--- src/rtl/gpb_pkg.sv ---
// Package: shared constants for the GPIO port register bank.
// Assumes the register kind is the offset divided by the number of byte groups.
package gpb_pkg;
    localparam int BYTE_W     = 8;
    localparam int KIND_STATE = 0;
    localparam int KIND_OUT   = 1;
    localparam int KIND_POL   = 2;
    localparam int KIND_DIR   = 3;
    localparam int KIND_PU    = 4;
    localparam int KIND_TSC   = 6;
endpackage

--- src/rtl/gpb_regfile.sv ---
// Module: gpb_regfile
// Holds the per-pin configuration registers, one byte slice per group of eight pins.
// Assumes NPIN is a power-of-two multiple of 8 of at least 16, and that the offset
// encodes the kind in its upper bits and the byte group in its lower bits.
module gpb_regfile
    import gpb_pkg::*;
#(
    parameter int NPIN   = 16,
    parameter int ADDR_W = 5
) (
    input  logic              clk,
    input  logic              rst_n,
    input  logic              we,
    input  logic [ADDR_W-1:0] addr,
    input  logic [BYTE_W-1:0] wdata,
    output logic [NPIN-1:0]   out_lvl,
    output logic [NPIN-1:0]   pol,
    output logic [NPIN-1:0]   dir,
    output logic [NPIN-1:0]   pu,
    output logic [NPIN-1:0]   tsc
);
    localparam int BANKS  = NPIN / BYTE_W;
    localparam int BANK_W = $clog2(BANKS);
    localparam int KIND_W = ADDR_W - BANK_W;

    logic [KIND_W-1:0] kind;
    logic [BANK_W-1:0] bank;

    assign kind = addr[ADDR_W-1:BANK_W];
    assign bank = addr[BANK_W-1:0];

    for (genvar b = 0; b < BANKS; b++) begin : g_bank
        logic hit;
        assign hit = we && (bank == BANK_W'(b));

        // Reset the slice to defaults or load the addressed register.
        always_ff @(posedge clk) begin
            if (!rst_n) begin
                out_lvl[b*BYTE_W +: BYTE_W] <= '1;
                pol[b*BYTE_W +: BYTE_W]     <= '0;
                dir[b*BYTE_W +: BYTE_W]     <= '1;
                pu[b*BYTE_W +: BYTE_W]      <= '0;
                tsc[b*BYTE_W +: BYTE_W]     <= '0;
            end else if (hit) begin
                case (kind)
                    KIND_W'(KIND_OUT): out_lvl[b*BYTE_W +: BYTE_W] <= wdata;
                    KIND_W'(KIND_POL): pol[b*BYTE_W +: BYTE_W]     <= wdata;
                    KIND_W'(KIND_DIR): dir[b*BYTE_W +: BYTE_W]     <= wdata;
                    KIND_W'(KIND_PU):  pu[b*BYTE_W +: BYTE_W]      <= wdata;
                    KIND_W'(KIND_TSC): tsc[b*BYTE_W +: BYTE_W]     <= wdata;
                    default: ;
                endcase
            end
        end
    end
endmodule

--- src/rtl/gpb_pad_ctrl.sv ---
// Module: gpb_pad_ctrl
// Derives the pad drive, drive enable and pull-up enable from the registers.
// Assumes direction 1 means input; the release bit matters only for outputs.
module gpb_pad_ctrl #(
    parameter int NPIN = 16
) (
    input  logic [NPIN-1:0] out_lvl,
    input  logic [NPIN-1:0] dir,
    input  logic [NPIN-1:0] pu,
    input  logic [NPIN-1:0] tsc,
    output logic [NPIN-1:0] pad_out,
    output logic [NPIN-1:0] pad_oe,
    output logic [NPIN-1:0] pad_pu
);
    // Combine direction, release and pull-up per pin.
    always_comb begin
        pad_out = out_lvl;
        pad_oe  = ~dir & ~tsc;
        pad_pu  = pu & dir;
    end
endmodule

--- src/rtl/gpb_read_mux.sv ---
// Module: gpb_read_mux
// Synchronizes the pad levels, builds the merged state word and selects the
// read byte for the offset. Undefined offsets read as zero.
// Assumes SYNC_STAGES >= 1 and the same offset layout as gpb_regfile.
module gpb_read_mux
    import gpb_pkg::*;
#(
    parameter int NPIN        = 16,
    parameter int ADDR_W      = 5,
    parameter int SYNC_STAGES = 2
) (
    input  logic              clk,
    input  logic              rst_n,
    input  logic [ADDR_W-1:0] addr,
    input  logic [NPIN-1:0]   pad_in,
    input  logic [NPIN-1:0]   out_lvl,
    input  logic [NPIN-1:0]   pol,
    input  logic [NPIN-1:0]   dir,
    input  logic [NPIN-1:0]   pu,
    input  logic [NPIN-1:0]   tsc,
    output logic [BYTE_W-1:0] rdata
);
    localparam int BANKS  = NPIN / BYTE_W;
    localparam int BANK_W = $clog2(BANKS);
    localparam int KIND_W = ADDR_W - BANK_W;

    logic [NPIN-1:0]   sync_q [SYNC_STAGES];
    logic [NPIN-1:0]   state_w;
    logic [NPIN-1:0]   word;
    logic [KIND_W-1:0] kind;
    logic [BANK_W-1:0] bank;

    assign kind = addr[ADDR_W-1:BANK_W];
    assign bank = addr[BANK_W-1:0];

    for (genvar s = 0; s < SYNC_STAGES; s++) begin : g_sync
        // One synchronizer stage for the pad levels.
        always_ff @(posedge clk) begin
            if (!rst_n) sync_q[s] <= '0;
            else if (s == 0) sync_q[s] <= pad_in;
            else sync_q[s] <= sync_q[(s == 0) ? 0 : s-1];
        end
    end

    // Merge inputs (optionally inverted) with the written levels of the outputs.
    always_comb begin
        state_w = (dir & (sync_q[SYNC_STAGES-1] ^ pol)) | (~dir & out_lvl);
    end

    // Pick the register word for the offset, then its byte group.
    always_comb begin
        case (kind)
            KIND_W'(KIND_STATE): word = state_w;
            KIND_W'(KIND_OUT):   word = out_lvl;
            KIND_W'(KIND_POL):   word = pol;
            KIND_W'(KIND_DIR):   word = dir;
            KIND_W'(KIND_PU):    word = pu;
            KIND_W'(KIND_TSC):   word = tsc;
            default:             word = '0;
        endcase
        rdata = word[int'(bank)*BYTE_W +: BYTE_W];
    end
endmodule

--- src/rtl/gpio_port_bank.sv ---
// Module: gpio_port_bank (top)
// Per-pin GPIO control core: configuration registers, pad control and the merged
// state read. Assumes an upstream bus interface that presents byte accesses with
// a one-cycle write strobe and samples rdata combinationally.
module gpio_port_bank
    import gpb_pkg::*;
#(
    parameter int NPIN        = 16,
    parameter int ADDR_W      = 5,
    parameter int SYNC_STAGES = 2
) (
    input  logic              clk,
    input  logic              rst_n,
    input  logic              we,
    input  logic [ADDR_W-1:0] addr,
    input  logic [7:0]        wdata,
    output logic [7:0]        rdata,
    input  logic [NPIN-1:0]   pad_in,
    output logic [NPIN-1:0]   pad_out,
    output logic [NPIN-1:0]   pad_oe,
    output logic [NPIN-1:0]   pad_pu
);
    logic [NPIN-1:0] out_lvl, pol, dir, pu, tsc;

    gpb_regfile #(.NPIN(NPIN), .ADDR_W(ADDR_W)) u_regs (
        .clk(clk), .rst_n(rst_n), .we(we), .addr(addr), .wdata(wdata),
        .out_lvl(out_lvl), .pol(pol), .dir(dir), .pu(pu), .tsc(tsc)
    );

    gpb_pad_ctrl #(.NPIN(NPIN)) u_pads (
        .out_lvl(out_lvl), .dir(dir), .pu(pu), .tsc(tsc),
        .pad_out(pad_out), .pad_oe(pad_oe), .pad_pu(pad_pu)
    );

    gpb_read_mux #(.NPIN(NPIN), .ADDR_W(ADDR_W), .SYNC_STAGES(SYNC_STAGES)) u_rd (
        .clk(clk), .rst_n(rst_n), .addr(addr), .pad_in(pad_in),
        .out_lvl(out_lvl), .pol(pol), .dir(dir), .pu(pu), .tsc(tsc),
        .rdata(rdata)
    );
endmodule

--- config.mk ---
export PLATFORM = sky130hd
export DESIGN_NAME = gpio_port_bank
export DESIGN_NICKNAME = d
export VERILOG_FILES = /design/src/rtl/gpb_pkg.sv /design/src/rtl/gpb_regfile.sv /design/src/rtl/gpb_pad_ctrl.sv /design/src/rtl/gpb_read_mux.sv /design/src/rtl/gpio_port_bank.sv
export SDC_FILE = /design/constraint.sdc
export NUM_CORES = 1
export LEC_CHECK = 0
export BUFFER_PORTS_ARGS = -buffer_cell sky130_fd_sc_hd__buf_2
export CORE_MARGIN = 2
export CORE_UTILIZATION = 30
export CTS_CLUSTER_DIAMETER = 120
export DETAILED_ROUTE_END_ITERATION = 8
export SLEW_MARGIN = 20
export SYNTH_ARGS = -nofsm -noshare
export SYNTH_HDL_FRONTEND = slang
export SYNTH_SLANG_ARGS = --single-unit
export TNS_END_PERCENT = 20
--- constraint.sdc ---
create_clock -name clk -period 1.38 [get_ports clk]
set_clock_uncertainty 0.05 [all_clocks]
set_input_delay 0.138 -clock clk [delete_from_list [all_inputs] [get_ports clk]]
set_output_delay 0.138 -clock clk [all_outputs]
set_load 0.02 [all_outputs]
==> Word-level counts from Yosys, hierarchy flattened <==
Memories as Yosys holds them, arrays and structs flattened.
Index checks and enable logic that the tools add are counted.
{ "totals": {"word_cells": 46, "mem_bits_rw": 32, "memories": 1, "register_bits": 80, "input_bits": 32} }
{ "mem_list": {"columns": ["name", "depth", "word_bits", "read_ports", "rd_ports_with_merged_regs", "write_ports", "line", "text"], "rows": [
  ["u_rd.sync_q", 2, 16, 2, 0, 2, "gpb_read_mux.sv:27", "logic [NPIN-1:0] sync_q [SYNC_STAGES];"]
]} }
{ "classes": {"n_mux": 5, "n_reduce_logical": 13, "n_eq_ne": 5, "shifts": 1, "bitwise_logic": 11} }
{ "op_table": {"columns": ["operator", "count"], "rows": [
  ["one-hot mux 16 bit (6 select lines)", 1],
  ["bitwise AND 16 bit", 4],
  ["2-to-1 mux 16 bit", 2],
  ["inverter 16 bit", 2],
  ["AND reduction 2 bit", 10],
  ["bitwise OR 16 bit", 1],
  ["indexed part select 16 x 5 -> 8 bit", 1],
  ["XOR 16 bit", 1],
  ["equality test 4 x 2 -> 1 bit (second input constant)", 2],
  ["equality test 4 x 3 -> 1 bit (second input constant)", 2],
  ["equality test 4 x 1 -> 1 bit (second input constant)", 1],
  ["logical NOT 4 bit", 1],
  ["logical AND 1 bit", 2],
  ["2-to-1 mux 1 bit", 2],
  ["bitwise OR 1 bit", 2],
  ["inverter 1 bit", 1]
]} }

==> Logic depth before layout (Yosys ltp) <==
{ "depth": {"ltp_word": 5, "mapped_depth": 7} }

==> Hierarchy <==
Synthesis repeated with hierarchy kept, for this count alone.
{ "unflattened": {"hier_cells": 576, "area_unflattened_um2": 5230.0} }
{ "modules_own_cells": {"columns": ["module", "cells_each", "area_each_um2", "n_inst", "seq_area_each_um2"], "rows": [
  ["gpb_regfile", 312, 2966.6, 1, 1601.5],
  ["gpb_read_mux", 216, 1983.2, 1, 640.6],
  ["gpb_pad_ctrl", 48, 280.3, 1, 0.0]
]} }

==> Worst setup path after synthesis <==
OpenSTA, ideal clock, no wires.
{ "synth_timing": {"path_type": "input -> output", "startpoint": "in addr[1]", "endpoint": "out rdata[4]", "arrival_time_ps": 1493, "setup_slack_ps": -301, "path_stages": 7, "path_cell_list": "buf_2 -> or3b_1 -> buf_2 -> buf_6 -> o21ai_0 -> a21oi_1 -> a22oi_1"} }
{ "synth_via": {"elab_chain_len": 3} }
{ "synth_rtl": {"columns": ["item", "line", "text"], "rows": [
  ["start: declaration", "gpio_port_bank.sv:15", "input logic [ADDR_W-1:0] addr,"],
  ["equality test 4 x 3 -> 1 bit (tied with other cells)", "gpb_read_mux.sv:52", "case (kind)"],
  ["one-hot mux 16 bit (6 select lines) (*)", "gpb_read_mux.sv:52", null],
  ["indexed part select 16 x 5 -> 8 bit (*)", "gpb_read_mux.sv:61", "rdata = word[int'(bank)*BYTE_W +: BYTE_W];"],
  ["end: declaration", "gpio_port_bank.sv:17", "output logic [7:0] rdata,"]
]} }
Mark *: on every way between the ends. The rest lies on a longest branch, timed or not.

==> Final worst setup path <==
{ "layout_timing": {"startpoint": "reg u_regs.pol[9]", "endpoint": "out rdata[1]"} }
{ "layout_via": {"elab_chain_len": 5} }
{ "layout_rtl": {"columns": ["item", "line", "text"], "rows": [
  ["start: declaration", "gpb_regfile.sv:17", "output logic [NPIN-1:0] pol,"],
  ["start signal: indexed assignment", "gpb_regfile.sv:47", "KIND_W'(KIND_POL): pol[b*BYTE_W +: BYTE_W] <= wdata;"],
  ["XOR 16 bit", "gpb_read_mux.sv:47", "state_w = (dir & (sync_q[SYNC_STAGES-1] ^ pol)) | (~dir & out_lvl);"],
  ["bitwise AND 16 bit", "gpb_read_mux.sv:47", null],
  ["bitwise OR 16 bit", "gpb_read_mux.sv:47", null],
  ["one-hot mux 16 bit (6 select lines) (*)", "gpb_read_mux.sv:52", null],
  ["indexed part select 16 x 5 -> 8 bit (*)", "gpb_read_mux.sv:61", null]
]} }
Marks and branches as above.

==> summary.md <==
| Metric | Value |
|---|---|
| Outcome | finished, violations left |
| Failing checks | negative setup slack |
| Post-DR wirelength/cell | 18.3 um |
| Layout cell share with drive strength beyond 1 | 0.349 |
| Flop pwr share | 0.493 |
| Mean Syn Cell Area | 9.21 um2 |
| Number of global-route vias before repair | 4,482 |
| Min-Delay Path Class | input pin to flop |
| Yosys warns | 0 |
| WS Path Type | flop to primary output |
| Core ar. | 16,600 um2 |
| Hold Path End | u_regs.pu[9]$_SDFFE_PN0P_ |
| CP arrival | 1.66 ns |
| Worst slew pin tran | 0.401 ns |
| Final setup vio count | 9 |
| HPWL after detailed placement | 12,200 um |
| Sw frac | 0.249 |
| Total Routed Length | 16,900 um |
| Leak | 3.24 nW |
| Max Cap Viol | 0 |
| Setup crit start | u_regs.pol[9]$_SDFFE_PN0P_ |
| Psw | 0.00168 W |
| Vias per inst | 4.87 |
| DRC Markers | 0 |
| Routability Congestion | 0.997 |
| Async S/R FF share, synth | 0 |
| Fin crit share | 1.34 |
| P&R area growth vs syn | 38.4% |
| Tmin final | 1.85 ns |
| Clock root buffer | clkbuf_16 |
| Post-Layout Cell Count | 924 |
| Met1 Use GR | 0.249 |
| DRT antenna net count | 0 |
| CTS tree | yes |
| Initial Utilization | 0.308 |
| P_int | 0.00506 W |
| Critical Path End Type | primary output |
| Combinational Power Share | 0.117 |
| Share of the synthesized area in the top cell type | 0.438 |
| Cells after DPL | 894 |
| Via count | 4,497 |
| First-pass GRT wire length | 25,900 um |
| CTS Buffer Depth | 2 |
| Clock share of power | 0.390 |
| Mapped Area | 5120 um2 |
| Crit-path leading delay family | compound AO/OA/AOI/OAI gates |
| Unique masters post-synth | 37 |
| Worst-skew pair later-pin latency | 0.35 ns |
| Layout fillers | 1,636 |
| Crit-path cells | xnor2_1 > o21ai_0 > a311oi_2 > a32oi_2 > buf_4 |
| Clock Pin Slew Worst Setup and Hold Paths | 0.08 ns |
| Global Route Usage Sum | 0.189 |
| F_max | 0.540 GHz |
| R2r worst-path depth | 4 |
| Global route overflow | 0 |
| RSZ-0062 raised after global routing | yes |
| Post-Synthesis Cells | 556 |
| Yosys top cell by area | dfxtp_1 |
| Post-synthesis sequential area ratio | 0.438 |
| Cts bufs inserted | 9 |
| Crit path required time | 1.19 ns |
| Setup_tns | -3.24 ns |
| Ports | 88 |
| Initial DRC count | 385 |
| CP peak stage delay | 0.34 ns |
| Nets | 731 |
| Number of antenna diodes | 0 |
| Slowest cell on crit path | dfxtp_1 |
| Die area | 18,100 um2 |
| Reg2reg start | u_regs.dir[1]$_SDFFE_PN1P_ |
| M2 GR Usage | 0.291 |
| DRT Pass-1 Iters | 5 |
| Largest net degree at the start of global routing | 113 |
| Met3 usage in global routing | 0.0342 |
| Dpl ws | -0.580 ns |
| Grt peak-use layer | met2 |
| Slew Viols, Final | 0 |
| Top cells by area, synth | dfxtp_1 44%, mux2i_1 14%, and2_1 6.0%, nand2_1 5.0%, nor2b_1 4.5% |
| Setup slack of the most critical reg-to-reg path | 0.42 ns |
| IO buf count | 87 |
| Min-delay src | wdata[1] |
| Post-synth top flop | dfxtp_1 |
| Slew headroom | 0.732 |
| Pwr per Cell Area | 951 nW/um2 |
| R2r endpoint | u_regs.dir[1]$_SDFFE_PN1P_ |
| Post-synth EDFFs | 0 |
| Worst Hold Depth | 3 |
| Clock sink total | 112 |
| Width of the die | 135 um |
| Crit path max fanout | 3 |
| Yosys reg bits | 112 |
| Postcts setup bufs | 0 |
| Setup WS post-layout | -0.472 ns |
| Site Rows | 47 |
| Final hold violations | 0 |
| Critical Path Source Type | flop |
| Initial antenna violation count | 0 |
| Worst vdd ir | 0.000654 V |
| Depth of the CTS H-tree | 3 |
| Die height | 135 um |
| Post-Syn Nets | 588 |
| CP Buf/Inv Count | 1 |
==> cell usage after synthesis, types with 13 or more instances <==
cell type / instances
xnor2_1: 15
o21ai_0: 21
and2_1: 49
nand2_1: 68
dfxtp_1: 112
nand3_1: 18
mux2i_1: 71
a21boi_0: 15
nor2b_1: 37
a21oi_1: 14
buf_2: 13
nor2_1: 26
clkbuf_1: 25
==> final cells by class <==
type	count	area [um2]	area share
clock buffers	9	225	0.0318
clock inverters	7	67.6	0.00954
inverters	1	3.75	0.000530
multi-input cells	401	2920	0.412
flip-flops and latches	112	2270	0.320
well taps	220	275	0.0389
repair buffers	174	1320	0.187
==> metrics by stage <==
stage / hold slack [ns] / utilization / total power, W / area (um2)
2_1_floorplan: 0.215 / - / 0.00380 / 5190
3_3_place_gp: 0.298 / 0.381 / 0.00408 / 6340
3_5_place_dp: 0.298 / 0.381 / 0.00409 / 6340
4_1_cts: 0.101 / 0.415 / 0.00678 / 6900
5_1_grt: 0.116 / 0.426 / 0.00701 / 7080
6_report: 0.119 / 0.426 / 0.00674 / 7080
==> layer usage <==
layer | share of wire | up-vias
met4 | 0.044 | 0
li1 | - | 2176
met5 | 0 | -
met1 | 0.46 | 2128
met3 | 0.051 | 41
met2 | 0.45 | 152
==> sequential cells by signal, indices dropped and copies added, names as in the netlist <==
signal / count
u_rd.sync_q: 32
u_regs.dir: 16
u_regs.out_lvl: 16
u_regs.pol: 16
u_regs.pu: 16
u_regs.tsc: 16
==> power by group through the flow <==
stage	logic, W	registers (W)	clock network, W
final	0.000790	0.00332	0.00263
after global routing	0.000843	0.00333	0.00284
after CTS	0.000757	0.00332	0.00270
after detailed placement	0.000691	0.00340	0
after global placement	0.000686	0.00340	0
after floorplan	0.000410	0.00339	0
==> worst max path at each step <==
stage,cells after the start,end,slack [ns]
floorplan,7,rdata[1],-0.13
global route,6,rdata[1],-0.53
global placement,8,rdata[2],-0.58
detailed placement,8,rdata[2],-0.58
finish,5,rdata[1],-0.47
CTS,5,rdata[1],-0.49
==> layout by cell type (no fill, tap or decap), types with 7 or more instances in the layout <==
cell type,instances
a21boi_0,14
a21boi_1,9
a21oi_1,14
a311oi_2,7
and2_1,47
and3_1,7
buf_12,9
buf_2,68
buf_4,72
buf_6,9
clkbuf_16,9
dfxtp_1,94
dfxtp_2,16
dlygate4sd3_1,16
mux2i_1,68
nand2_1,67
nand2b_1,8
nand3_1,18
nor2_1,19
nor2_2,7
nor2b_1,36
o21ai_0,10
o21ai_1,8
xnor2_1,9
==> worst register-to-register path, delay by kind of cell, from the launching register on <==
family	cells	cell delay [ns]
multiplexers	1	0.14
buffers and inverters	2	0.25
flip-flops	1	0.33
AND/OR/NAND/NOR	1	0.08
==> logic make-up (layout without fill, tap and decap cells) <==
kind of cell	count (synthesis)	after routing	synth area share
XOR/XNOR	15	15	0.0257
flip-flops	112	112	0.438
AO/OA/AOI/OAI	86	86	0.112
AND/OR/NAND/NOR	227	227	0.243
buffers and inverters	43	191	0.0384
multiplexers	73	73	0.143
==> repair_timing <==
action / in CTS / in global routing
pin swaps: 18 / 12
endpoints found under the setup margin: 14 / 34
gates resized for setup: 40 / 57
hold endpoints to repair: 16 / 0
hold buffers: 16 / 0
Power figures use the tool's default switching activity.
